## config.mk

```make
export PLATFORM = sky130hd
export DESIGN_NAME = pacc_synth
export DESIGN_NICKNAME = d
export VERILOG_FILES = /design/src/rtl/pacc_pkg.sv /design/src/rtl/pacc_sync.sv /design/src/rtl/pacc_ctrl.sv /design/src/rtl/pacc_accum.sv /design/src/rtl/pacc_synth.sv
export SDC_FILE = /design/constraint.sdc
export NUM_CORES = 1
export LEC_CHECK = 0
export CORE_ASPECT_RATIO = 0.75
export CORE_MARGIN = 1
export CORE_UTILIZATION = 30
export DETAILED_ROUTE_END_ITERATION = 10
export PLACE_DENSITY = 0.45
export SLEW_MARGIN = 20
export SYNTH_ARGS = -nofsm -noshare
export SYNTH_HDL_FRONTEND = slang
export SYNTH_SLANG_ARGS = --single-unit
```

## constraint.sdc

```tcl
create_clock -name clk_i -period 6.1 [get_ports clk_i]
set_input_delay 1.22 -clock clk_i [delete_from_list [all_inputs] [get_ports clk_i]]
set_output_delay 1.22 -clock clk_i [all_outputs]
set_load 0.05 [all_outputs]
```

## src/rtl/pacc_pkg.sv

```systemverilog
package pacc_pkg;
  localparam int unsigned TW_W   = 32;
  localparam int unsigned CTL_W  = 2;
  localparam int unsigned PH_W   = 5;
  localparam int unsigned WORD_W = TW_W + CTL_W + 1 + PH_W;

  typedef struct packed {
    logic [PH_W-1:0]  phase;
    logic             pdn;
    logic [CTL_W-1:0] ctrl;
    logic [TW_W-1:0]  tw;
  } cfg_t;

  typedef enum logic {MODE_PAR = 1'b0, MODE_SER = 1'b1} mode_e;
endpackage

```

## src/rtl/pacc_sync.sv

```systemverilog
module pacc_sync #(
  parameter int unsigned N = 4
) (
  input  logic         clk_i,
  input  logic         rst_ni,
  input  logic [N-1:0] d_i,
  output logic [N-1:0] lvl_o,
  output logic [N-1:0] rise_o
);
  for (genvar g = 0; g < N; g++) begin : g_bit
    logic s1_q, s2_q, s3_q;
    always_ff @(posedge clk_i or negedge rst_ni) begin
      if (!rst_ni) begin
        s1_q <= 1'b0;
        s2_q <= 1'b0;
        s3_q <= 1'b0;
      end else begin
        s1_q <= d_i[g];
        s2_q <= s1_q;
        s3_q <= s2_q;
      end
    end
    assign lvl_o[g]  = s2_q;
    assign rise_o[g] = s2_q & ~s3_q;
  end
endmodule

```

## src/rtl/pacc_ctrl.sv

```systemverilog
module pacc_ctrl
  import pacc_pkg::*;
(
  input  logic clk_i,
  input  logic rst_ni,
  input  logic clr_i,
  input  logic wclk_rise_i,
  input  logic sdata_i,
  input  logic upd_rise_i,
  output cfg_t cfg_o,
  output logic ser_mode_o
);
  mode_e              mode_q;
  logic               armed_q;
  logic [WORD_W-1:0]  shreg_q;
  cfg_t               active_q;

  always_ff @(posedge clk_i or negedge rst_ni) begin
    if (!rst_ni) begin
      mode_q   <= MODE_PAR;
      armed_q  <= 1'b0;
      shreg_q  <= '0;
      active_q <= '0;
    end else if (clr_i) begin
      mode_q   <= MODE_PAR;
      armed_q  <= 1'b0;
      shreg_q  <= '0;
      active_q <= '0;
    end else if (mode_q == MODE_PAR) begin
      if (wclk_rise_i) armed_q <= 1'b1;
      if (upd_rise_i && armed_q) begin
        mode_q  <= MODE_SER;
        armed_q <= 1'b0;
      end
    end else begin
      if (wclk_rise_i) shreg_q <= {sdata_i, shreg_q[WORD_W-1:1]};
      if (upd_rise_i) active_q <= cfg_t'(shreg_q);
    end
  end

  assign cfg_o      = active_q;
  assign ser_mode_o = (mode_q == MODE_SER);

  AST_CLR_PAR: assert property (@(posedge clk_i) disable iff (!rst_ni)
    clr_i |=> (mode_q == MODE_PAR));
  AST_SER_STICKY: assert property (@(posedge clk_i) disable iff (!rst_ni)
    (mode_q == MODE_SER && !clr_i) |=> (mode_q == MODE_SER));
  AST_PAR_NO_SHIFT: assert property (@(posedge clk_i) disable iff (!rst_ni)
    (mode_q == MODE_PAR) |=> $stable(shreg_q));
  AST_ACTIVE_HOLD: assert property (@(posedge clk_i) disable iff (!rst_ni)
    (!upd_rise_i && !clr_i) |=> $stable(active_q));
endmodule

```

## src/rtl/pacc_accum.sv

```systemverilog
module pacc_accum #(
  parameter int unsigned ACC_W = 32,
  parameter int unsigned PH_W  = 5,
  parameter int unsigned OUT_W = 14
) (
  input  logic             clk_i,
  input  logic             rst_ni,
  input  logic             clr_i,
  input  logic [ACC_W-1:0] tw_i,
  input  logic [PH_W-1:0]  ph_i,
  input  logic             pdn_i,
  output logic [OUT_W-1:0] phase_o,
  output logic             sq_o
);
  localparam int unsigned PAD_W = ACC_W - PH_W;

  logic [ACC_W-1:0] acc_q, phase_full;

  always_ff @(posedge clk_i or negedge rst_ni) begin
    if (!rst_ni)     acc_q <= '0;
    else if (clr_i)  acc_q <= '0;
    else if (!pdn_i) acc_q <= acc_q + tw_i;
  end

  assign phase_full = acc_q + {ph_i, {PAD_W{1'b0}}};
  assign phase_o    = pdn_i ? '0 : phase_full[ACC_W-1 -: OUT_W];
  assign sq_o       = pdn_i ? 1'b0 : phase_full[ACC_W-1];

  AST_PDN_HOLD: assert property (@(posedge clk_i) disable iff (!rst_ni)
    (pdn_i && !clr_i) |=> $stable(acc_q));
  AST_ACC_STEP: assert property (@(posedge clk_i) disable iff (!rst_ni)
    (!pdn_i && !clr_i) |=> (acc_q == $past(acc_q) + $past(tw_i)));
  AST_CLR_ZERO: assert property (@(posedge clk_i) disable iff (!rst_ni)
    clr_i |=> (acc_q == '0));
endmodule

```

## src/rtl/pacc_synth.sv

```systemverilog
module pacc_synth
  import pacc_pkg::*;
#(
  parameter int unsigned OUT_W = 14
) (
  input  logic             clk_i,
  input  logic             rst_ni,
  input  logic             clear_i,
  input  logic             wclk_i,
  input  logic             sdata_i,
  input  logic             upd_i,
  output logic [OUT_W-1:0] phase_o,
  output logic             sq_o,
  output logic             ser_mode_o
);
  localparam int unsigned NSYNC = 4;

  logic [NSYNC-1:0] lvl, rise;
  cfg_t             cfg;

  pacc_sync #(.N(NSYNC)) i_sync (
    .clk_i  (clk_i),
    .rst_ni (rst_ni),
    .d_i    ({clear_i, upd_i, wclk_i, sdata_i}),
    .lvl_o  (lvl),
    .rise_o (rise)
  );

  pacc_ctrl i_ctrl (
    .clk_i       (clk_i),
    .rst_ni      (rst_ni),
    .clr_i       (lvl[3]),
    .wclk_rise_i (rise[1]),
    .sdata_i     (lvl[0]),
    .upd_rise_i  (rise[2]),
    .cfg_o       (cfg),
    .ser_mode_o  (ser_mode_o)
  );

  pacc_accum #(.ACC_W(TW_W), .PH_W(PH_W), .OUT_W(OUT_W)) i_accum (
    .clk_i   (clk_i),
    .rst_ni  (rst_ni),
    .clr_i   (lvl[3]),
    .tw_i    (cfg.tw),
    .ph_i    (cfg.phase),
    .pdn_i   (cfg.pdn),
    .phase_o (phase_o),
    .sq_o    (sq_o)
  );

  AST_PDN_QUIET: assert property (@(posedge clk_i) disable iff (!rst_ni)
    cfg.pdn |-> (phase_o == '0 && !sq_o));
endmodule

```

==> results.md, run 1 <==
- Syn Inst Count: 743
- Max Cap Violations: 0
- Wire per inst: 15.5 µm
- Setup TNS Final: 0 ns
- Clk_lat worst skew: 0.42 ns
- Sequential area share after synthesis: 46.4%
- CP Capture Type: output port
- Fraction of layout cells with a size suffix above 1: 7.23%
- Top FF cell, synth: dfrtp_1
- Part of the power in registers: 40.5%
- Hold Crit Endpoint: i_sync.g_bit[2].s2_q
- Fmax: 0.248 GHz
- Placement Rows: 46
- Total track usage: 15.1%
- Crit path arrival time: 2.82 ns
- CTS Buffer Depth: 2
- DRT iter0 DRCs: 440
- Syn avg cell area: 8.86 µm²
- Critical path's largest stage delay: 0.82 ns
- YS warnings: 0
- Register-to-Register Path Depth: 11
- N_diodes: 0
- Post-route minimum period: 4.04 ns
- Post-synth ARST share: 100%
- Worst-path clk slew: 0.06 ns
- Largest cells by area after synthesis: dfrtp_1, nand2_1, a21oi_1, ha_1, nor2_1
- Post-synth EDFFs: 0
- Yosys cell types: 67
- Hold_sp: i_sync.g_bit[2].s1_q
- DIE HEIGHT: 130 µm
- DR top layer: met4
- Fillcell total: 2,117
- Syn Std Cell Area: 6590 µm²
- Pwr Total: 2.02 mW
- Vias in the first global route: 4,902
- Area delta synth->final: 16.7%
- Hold path depth: 0
- Full die area: 22,600 µm²
- Antenna Nets Post-Route: 0
- Starting Density: 30.8%
- Sequential cell area: 3060 µm²
- LEAKAGE: 3.44 nW
- R2r endpoint: i_accum.acc_q[28]
- First-pass GRT wire length: 26,700 µm
- Final Hold Fails: 0
- Internal power: 1.59 mW
- Worst ir drop on vdd: 0.190 mV
- Ports: 22
- Period utilization: 66.2%
- CP Class: reg2out
- Drt first pass iters: 5
- CTS tree: built
- RSZ-0062 raised after global routing: no
- Cts hold-fix bufs: 0
- Clock power frac: 57.6%
- HPWL Detailed: 10,600 µm
- Worst Path Max Fanout: 2
- Post-CTS resize count: 0
- Deepest level of the CTS H-tree: 4
- Synth top area share: 46.4%
- Grt ovf: 0
- Synth Register Bits: 122
- Area of the multi-input gates: 3300 µm²
- Syn Nets: 786
- Least-Margin Pin Slew: 1.14 ns
- Die W: 173 µm
- Sw Pwr: 432 µW
- Most common cell in the netlist: nand2_1
- Pwr Density: 263 nW/µm²
- Max Slew Vio Count: 0
- Metal3 WL: 567 µm
- Outcome: finished, final reports clean
- Largest net degree at the start of global routing: 104
- Routability congestion estimate: 0.842
- Gate power share: 1.9%
- Initial antenna violation count: 0
- Number of setup violations in the final report: 0
- DRT met1 WL: 8940 µm
- CTS Buf Count: 17
- PortBufs: 21
- Root Buffer: clkbuf_16
- Worst hold path type: reg2reg
- Sw Ratio: 21.4%
- # nets final: 791
- Post-synth top area cell: dfrtp_1
- Worst Setup Start Kind: register
- CTS sink count: 122
- DRC viols: 0
- Post-CTS setup buffers: 0
- CP max stage cell: clkdlybuf4s50_1
- Vias per cell: 4.94
- Most common library cells after synthesis: nand2_1, a21oi_1, dfrtp_1
- FF-to-FF setup slack: 3.09 ns
- Worst-path cell chain: ha_1 > fa_1 > a21o_1 > a21oi_1 > xnor2_1 > nor2_1 > clkdlybuf4s50_1
- Setup Skew: 0.00998 ns
- Worst r2r src: i_ctrl.cfg_o[0]
- Via count: 5,177
- Met2 routed wirelength: 6560 µm
- Detailed Route WL: 16,200 µm
- Core ar.: 21,400 µm²
- Worst Path Required: 4.88 ns
- Max_slew headroom: 24.1%
cell type report:
class | count | share of cell area (%)
Multi-Input combinational cell | 571 | 43.0
Clock inverter | 15 | 3.19
Sequential cell | 122 | 39.8
Tap cell | 288 | 4.69
Inverter | 8 | 0.391
Timing Repair Buffer | 28 | 3.44
Clock buffer | 17 | 5.54
placed cells by master (no fill, tap or decap), types with 5 or more instances in the layout:
master,count
dfrtp_1,120
ha_1,35
bufinv_16,6
a21o_1,18
clkdlybuf4s50_1,20
a21oi_1,122
nor3_1,8
clkbuf_16,17
o21ai_0,8
nor2b_1,19
nor2_1,43
nand2_1,195
mux2i_1,6
nand4_1,5
buf_4,7
nand3_1,6
xor2_1,7
inv_1,7
xnor2_1,17
o211ai_1,7
critical path: cells and delay by family, from the launching register on:
| family | cells | cell delay (ns) |
|---|---|---|
| compound gates | 2 | 0.33 |
| simple gates | 1 | 0.13 |
| xor+xnor | 1 | 0.09 |
| fa+ha+maj | 2 | 0.63 |
| buf+inv | 1 | 0.82 |
| flops | 1 | 0.39 |
layer usage:
metal / vias to the layer above / GRT usage [%]
li1: 2578 / -
met1: 2491 / 22.9
met2: 94 / 21.1
met3: 14 / 3.09
met4: 0 / 5.05
met5: - / 0
logic make-up (layout without fill, tap and decap cells):
logic type               count (synthesis)  after routing  synth area share, %
AO/OA/AOI/OAI                          200            200                 18.7
XOR/XNOR                                24             24                 3.19
adder cells (fa/ha/maj)                 37             37                 7.26
buffers and inverters                   50             68                 3.50
flip-flops                             122            122                 46.4
multiplexers                             7              7                 1.08
AND/OR/NAND/NOR                        303            303                 19.9
flip-flops by register name, summed over array words and instances (netlist names):
name	cells
i_sync.g_bit.s2_q	4
i_ctrl.ser_mode_o	1
i_ctrl.cfg_o	38
i_accum.acc_q	32
i_sync.g_bit.s1_q	4
i_ctrl.shreg_q	40
i_ctrl.armed_q	1
i_sync.g_bit.s3_q	2
worst max path at each step:
| stage | from | end | slack (ns) |
|---|---|---|---|
| after global placement | i_accum.acc_q[27] | sq_o | 2.50 |
| after floorplan | i_accum.acc_q[27] | phase_o[13] | 2.49 |
| after global routing | i_ctrl.cfg_o[35] | sq_o | 1.93 |
| after CTS | i_ctrl.cfg_o[35] | phase_o[13] | 2.03 |
| after detailed placement | i_ctrl.cfg_o[35] | phase_o[13] | 2.49 |
| final | i_ctrl.cfg_o[35] | phase_o[13] | 2.06 |
power by group through the flow:
stage          Combinational (mW)  Sequential (mW)  Clock, mW
2_1_floorplan              0.0163            0.831          0
3_3_place_gp               0.0401            0.832          0
3_5_place_dp               0.0408            0.833          0
4_1_cts                    0.0409            0.818       1.19
5_1_grt                    0.0451            0.818       1.22
6_report                   0.0388            0.818       1.16
metrics by stage:
step	cell area [µm²]	setup slack [ns]	instances	utilization, %	hold slack [ns]
after floorplan	6590	2.49	743	-	0.331
after global placement	7010	2.50	1017	32.8	0.333
after detailed placement	7010	2.49	1017	32.8	0.339
after CTS	7680	2.03	1049	36.0	0.352
after global routing	7680	1.93	1049	36.0	0.354
final	7680	2.06	1049	36.0	0.351
No activity file was read; power rests on OpenSTA's default activity.
==> run 2: changes to the inputs <==
PLACE_DENSITY = 0.46   (was 0.45)
clock period = 3.6 ns   (was 6.1 ns; I/O delays follow)
==> run 2 against run 1 <==
Against the previous run: worst setup slack got worse by 1.7 ns; first-iteration DRC count rose by 5.5%; worst hold slack worse by 0.16 ns; routed wire length shrank 0.42%; sequential share of layout area up 0.67 points; die area is the same; register-to-register slack worse by 2.4 ns; sequential power grew 71%; highest routed layer unchanged.
==> results.md, run 2 (synthesis gave the netlist of run 1 again) <==
- Outcome: finished, final reports clean
- Total track usage: 15.4% (+0.28 points)
- Antenna Nets Post-Route: 0 (unchanged)
- Worst-path cell chain: ha_1 > fa_1 > xnor2_1 > nor2_1 > clkdlybuf4s50_1
- Core ar.: 21,400 µm² (unchanged)
- Most frequent cells in the layout: nand2_1, a21oi_1, dfrtp_1
- Largest Register: i_ctrl.shreg_q
- Least-Margin Pin Slew: 0.884 ns (-0.254 ns)
- PortBufs: 21 (unchanged)
- Grt ovf: 0 (unchanged)
- Full die area: 22,600 µm² (unchanged)
- First-pass GRT wire length: 27,000 µm (+1.5%)
- Root Buffer: clkbuf_16
- Placed cell count: 1,018 (+0.098%)
- Fmax: 0.313 GHz
- Post-route minimum period: 3.20 ns
- CTS Buf Count: 17 (unchanged)
- # nets final: 792 (+0.13%)
- RSZ-0062 raised after global routing: no
- Final Hold Fails: 0 (unchanged)
- Most common cell after layout, fill and taps aside: nand2_1
- Worst hold path type: in2async
- Worst Path Max Fanout: 2 (unchanged)
- LEAKAGE: 3.42 nW (-0.55%)
- Delay-heaviest family, CP: buffers and inverters
- Met2 routed wirelength: 6480 µm (-1.2%)
- Detailed Route WL: 16,200 µm (-0.42%)
- Clk_lat worst skew: 0.42 ns (about the same)
- CP max stage cell: clkdlybuf4s50_1
- Vias per cell: 5.04 (+2.1%)
- Wire per inst: 15.4 µm (-0.51%)
- DR top layer: met4
- Routability congestion estimate: 0.860 (+2.1%)
- DRT iter0 DRCs: 464 (+5.5%)
- CTS sink count: 122 (unchanged)
- Setup Skew: 0.00634 ns (-0.00364 ns)
- Initial antenna violation count: 0 (unchanged)
- Crit path arrival time: 2.48 ns (-0.34 ns)
- DRC viols: 0 (unchanged)
- Critical path's largest stage delay: 0.81 ns (about the same)
- Metal3 WL: 787 µm (+39%)
- Period utilization: 88.9%
- Setup TNS Final: 0 ns (unchanged)
- CTS Buffer Depth: 2 (unchanged)
- Finished Layout Cells: 1,050 (+0.095%)
- CP Capture Type: output port
- Area delta synth->final: 14.8%
- Deepest level of the CTS H-tree: 4 (unchanged)
- Largest net degree at the start of global routing: 83 (-20%)
- Buf/Inv on CP: 1 (unchanged)
- Starting Density: 30.8% (unchanged)
- N_diodes: 0 (unchanged)
- Worst-path clk slew: 0.06 ns (about the same)
- Pwr Density: 394 nW/µm² (+50%)
- Placement Rows: 46 (unchanged)
- Max Cap Violations: 0 (unchanged)
- Fraction of layout cells with a size suffix above 1: 7.09% (-0.14 points)
- Worst Setup Start Kind: register
- CTS tree: built
- Max Slew Vio Count: 0 (unchanged)
- DIE HEIGHT: 130 µm (unchanged)
- Largest register FFs: 40 (unchanged)
- Ports: 22 (unchanged)
- CP Class: reg2out
- Drt first pass iters: 5 (unchanged)
- Die W: 173 µm (unchanged)
- Via count: 5,292 (+2.2%)
- Post-CTS setup buffers: 0 (unchanged)
- Max_slew headroom: 41.0% (+17 points)
- Vias in the first global route: 4,970 (+1.4%)
- Worst Path Required: 2.88 ns (-2.00 ns)
- DRT met1 WL: 8770 µm (-1.9%)
- Hold WS: 0.191 ns (-0.160 ns)
- HPWL Detailed: 10,800 µm (+1.9%)
- Number of setup violations in the final report: 0 (unchanged)
- Worst ir drop on vdd: 0.259 mV (+36%)
[run 2: changes by cell type in the layout (fill, tap and decap cells not counted), sizes merged]
cell and change:
bufinv -6, clkinv +5, clkbuf +3, clkdlybuf4s50 -2, dlymetal6s2s +2, inv -2
buf +1
[run 2: repair_timing]
| item | CTS | global route |
|---|---|---|
| endpoints found under the setup margin | 0 | 2 |
| gates resized for setup | 0 | 2 |
| hold buffers | 0 | 0 |
[run 2: path summary, 6_finish.rpt]
kind / from / end / slack [ns] / cells after the start
setup reg to reg: i_ctrl.cfg_o[0] / i_accum.acc_q[28] / 0.66 / 11
min in group clk_i: i_sync.g_bit[2].s1_q / i_sync.g_bit[2].s2_q / 0.35 / 0
max in group asynchronous: rst_ni / i_ctrl.cfg_o[14] / 2.62 / 2
hold reg to reg: i_sync.g_bit[2].s1_q / i_sync.g_bit[2].s2_q / 0.35 / 0
setup / recovery: i_ctrl.cfg_o[35] / phase_o[11] / 0.40 / 5
hold / removal: rst_ni / i_accum.acc_q[6] / 0.19 / 1
[run 2: per-stage QoR]
step	worst slack (ns)	utilization [%]	total power, mW	area [µm²]
4_1_cts	0.00860	35.4	3.03	7550
3_5_place_dp	0.476	32.9	1.48	7030
3_3_place_gp	0.500	32.9	1.48	7030
6_report	0.401	35.4	2.98	7560
2_1_floorplan	0.493	-	1.44	6590
5_1_grt	0.268	35.4	3.10	7560
[run 2: area by class of cell]
| class | count | area [µm²] |
|---|---|---|
| inverters | 8 | 30.0 |
| clock buffers | 20 | 447 |
| well taps | 288 | 360 |
| multi-input cells | 571 | 3300 |
| repair buffers | 29 | 285 |
| fillers | 2162 | 13800 |
| clock inverters | 12 | 76.3 |
| flip-flops and latches | 122 | 3060 |
[run 2: routing by layer]
metal	vias up	GRT usage, %
met5	-	0
met1	2559	23.7
met4	0	4.42
met2	131	20.9
met3	17	3.58
li1	2585	-
[run 2: power breakdown]
part,leakage [nW],total [mW],switching [mW],internal [mW]
Combinational,1.48,0.0575,0.0444,0.0131
Sequential,1.68,1.40,0.0175,1.38
Clock,0.259,1.53,0.637,0.890
Total,3.42,2.98,0.699,2.28
==> run 3: changes to the inputs <==
clock period = 2.8 ns   (was 3.6 ns; I/O delays follow)
==> run 3 against run 2 <==
Against the previous run: non-clock buffer count increased by 6; clock skew rose by 0.0079 ns; combinational power is 47% higher.
==> results.md, run 3 (synthesis gave the netlist of run 1 again) <==
- Area delta synth->final: 17.2%
- DIE HEIGHT: 130 µm (unchanged)
- Worst Setup Start Kind: register
- Max Cap Violations: 0 (unchanged)
- Antenna Nets Post-Route: 0 (unchanged)
- First-pass GRT wire length: 27,100 µm (about the same)
- # nets final: 798 (+0.76%)
- Met2 routed wirelength: 6170 µm (-4.8%)
- PortBufs: 21 (unchanged)
- Fillcell total: 2,189 (+1.2%)
- N_diodes: 0 (unchanged)
- Deepest level of the CTS H-tree: 4 (unchanged)
- Total track usage: 15.5% (+0.12 points)
- Final Hold Fails: 0 (unchanged)
- Wire per inst: 15.7 µm (+1.6%)
- HPWL Detailed: 11,000 µm (+2.1%)
- Most frequent cells in the layout: nand2_1, a21oi_1, dfrtp_1
- Ports: 22 (unchanged)
- Worst Path Max Fanout: 2 (unchanged)
- Fraction of layout cells with a size suffix above 1: 10.0% (+2.9 points)
- Largest register FFs: 40 (unchanged)
- Number of setup violations in the final report: 0 (unchanged)
- CTS tree: built
- Core ar.: 21,400 µm² (unchanged)
- Setup Skew: 0.0142 ns (+0.00790 ns)
- Routability congestion estimate: 0.891 (+3.6%)
- Outcome: finished, final reports clean
- Worst ir drop on vdd: 0.385 mV (+49%)
- Finished Layout Cells: 1,056 (+0.57%)
- Vias in the first global route: 4,853 (-2.4%)
- Die W: 173 µm (unchanged)
- Part of the power in registers: 44.5% (-2.4 points)
- Worst-path clk slew: 0.06 ns (about the same)
- Worst hold path type: in2async
- Fin worst setup slack: 0.121 ns (-0.280 ns)
- Detailed Route WL: 16,500 µm (+2.2%)
- Crit path arrival time: 2.12 ns (-0.36 ns)
- Largest Register: i_ctrl.shreg_q
- Root Buffer: clkbuf_16
- CTS Buf Count: 17 (unchanged)
- Post-route minimum period: 2.68 ns
- Sequential cell area: 3060 µm² (unchanged)
- Worst Path Required: 2.24 ns (-0.64 ns)
- DRT met1 WL: 9560 µm (+9.0%)
- Gate power share: 2.1% (+0.2 points)
- Pre-CTS setup slack: 0.0530 ns (-0.423 ns)
- Vias per cell: 4.93 (-2.2%)
- DR top layer: met4
- CP Class: reg2out
- Hold WS: 0.0425 ns (-0.148 ns)
- Full die area: 22,600 µm² (unchanged)
- Internal power: 3.03 mW (+33%)
- Largest net degree at the start of global routing: 90 (+8.4%)
- Period utilization: 95.7%
- Setup TNS Final: 0 ns (unchanged)
- Drt first pass iters: 5 (unchanged)
- Most common cell after layout, fill and taps aside: nand2_1
- Area of the multi-input gates: 3360 µm² (+1.8%)
- Starting Density: 30.8% (unchanged)
- Sw Ratio: 24.4% (+0.91 points)
- DRT iter0 DRCs: 335 (-28%)
- CTS sink count: 122 (unchanged)
- Initial antenna violation count: 0 (unchanged)
- Grt ovf: 0 (unchanged)
- DRC viols: 0 (unchanged)
- Pwr Density: 519 nW/µm² (+32%)
- Metal3 WL: 676 µm (-14%)
- Clk_lat worst skew: 0.42 ns (about the same)
- Sw Pwr: 975 µW (+40%)
- Via count: 5,203 (-1.7%)
- Max_slew headroom: 60.5% (+19 points)
- Placed cell count: 1,022 (+0.39%)
- Clock power frac: 53.3% (+2.1 points)
- LEAKAGE: 3.44 nW (+0.68%)
- CP Capture Type: output port
- Least-Margin Pin Slew: 0.592 ns (-0.292 ns)
- Placement Rows: 46 (unchanged)
- Max Slew Vio Count: 0 (unchanged)
- Fmax: 0.373 GHz
- CTS Buffer Depth: 2 (unchanged)
==> run 3: cell types whose count changed in the layout (fill, tap and decap cells not counted), moves of 3 or more <==
cell             change
buf_4                +9
clkinv_2             -6
clkinv_4             +4
clkdlybuf4s50_1      -3
==> run 3: final timing paths <==
path	start	end	slack (ns)	cells past startpoint
min	rst_ni	i_accum.acc_q[7]	0.04	1
max reg2reg	i_ctrl.cfg_o[3]	i_accum.acc_q[31]	0.14	9
min in group clk_i	i_sync.g_bit[3].s1_q	i_sync.g_bit[3].s2_q	0.36	0
max in group asynchronous	rst_ni	i_ctrl.shreg_q[15]	1.76	3
min reg2reg	i_sync.g_bit[3].s1_q	i_sync.g_bit[3].s2_q	0.36	0
max	i_ctrl.cfg_o[35]	sq_o	0.12	7
==> run 3: power groups by stage <==
stage | clock network, mW | registers, mW | logic, mW
after global placement | 0 | 1.82 | 0.0882
after CTS | 2.18 | 1.78 | 0.0893
after global routing | 2.26 | 1.78 | 0.0974
after floorplan | 0 | 1.81 | 0.0356
final | 2.14 | 1.78 | 0.0848
after detailed placement | 0 | 1.82 | 0.0893
==> run 3: stage by stage <==
stage          util (%)  instance area [µm²]  power (mW)
2_1_floorplan         -                 6590        1.85
3_3_place_gp       33.1                 7080        1.90
3_5_place_dp       33.1                 7080        1.91
4_1_cts            35.9                 7670        4.06
5_1_grt            36.1                 7720        4.15
6_report           36.1                 7720        4.01
==> run 3: layout make-up <==
cell class / count / area share (%)
Clock buffer: 18 / 5.56
Clock inverter: 14 / 1.82
Inverter: 8 / 0.389
Multi-Input combinational cell: 571 / 43.6
Sequential cell: 122 / 39.6
Tap cell: 288 / 4.67
Timing Repair Buffer: 35 / 4.38
==> run 3: routing by layer <==
| metal | GRT usage, % | up-vias |
|---|---|---|
| li1 | - | 2592 |
| met1 | 25.0 | 2503 |
| met2 | 19.9 | 96 |
| met3 | 3.38 | 12 |
| met4 | 4.32 | 0 |
| met5 | 0 | - |
==> run 3: critical path: stages (launching register included) <==
cell and delay (ns):
dfrtp_1 0.40, ha_2 0.21, fa_2 0.34, a21o_1 0.18
a21oi_2 0.17, xnor2_2 0.09, nor2_4 0.15, buf_12 0.16
==> run 3: what timing repair did <==
| action | CTS | global route |
|---|---|---|
| hold buffers | 0 | 0 |
| buffers inserted | 2 | 0 |
| endpoints found under the setup margin | 2 | 9 |
| resized for setup | 3 | 10 |
| pin swaps | 1 | 2 |
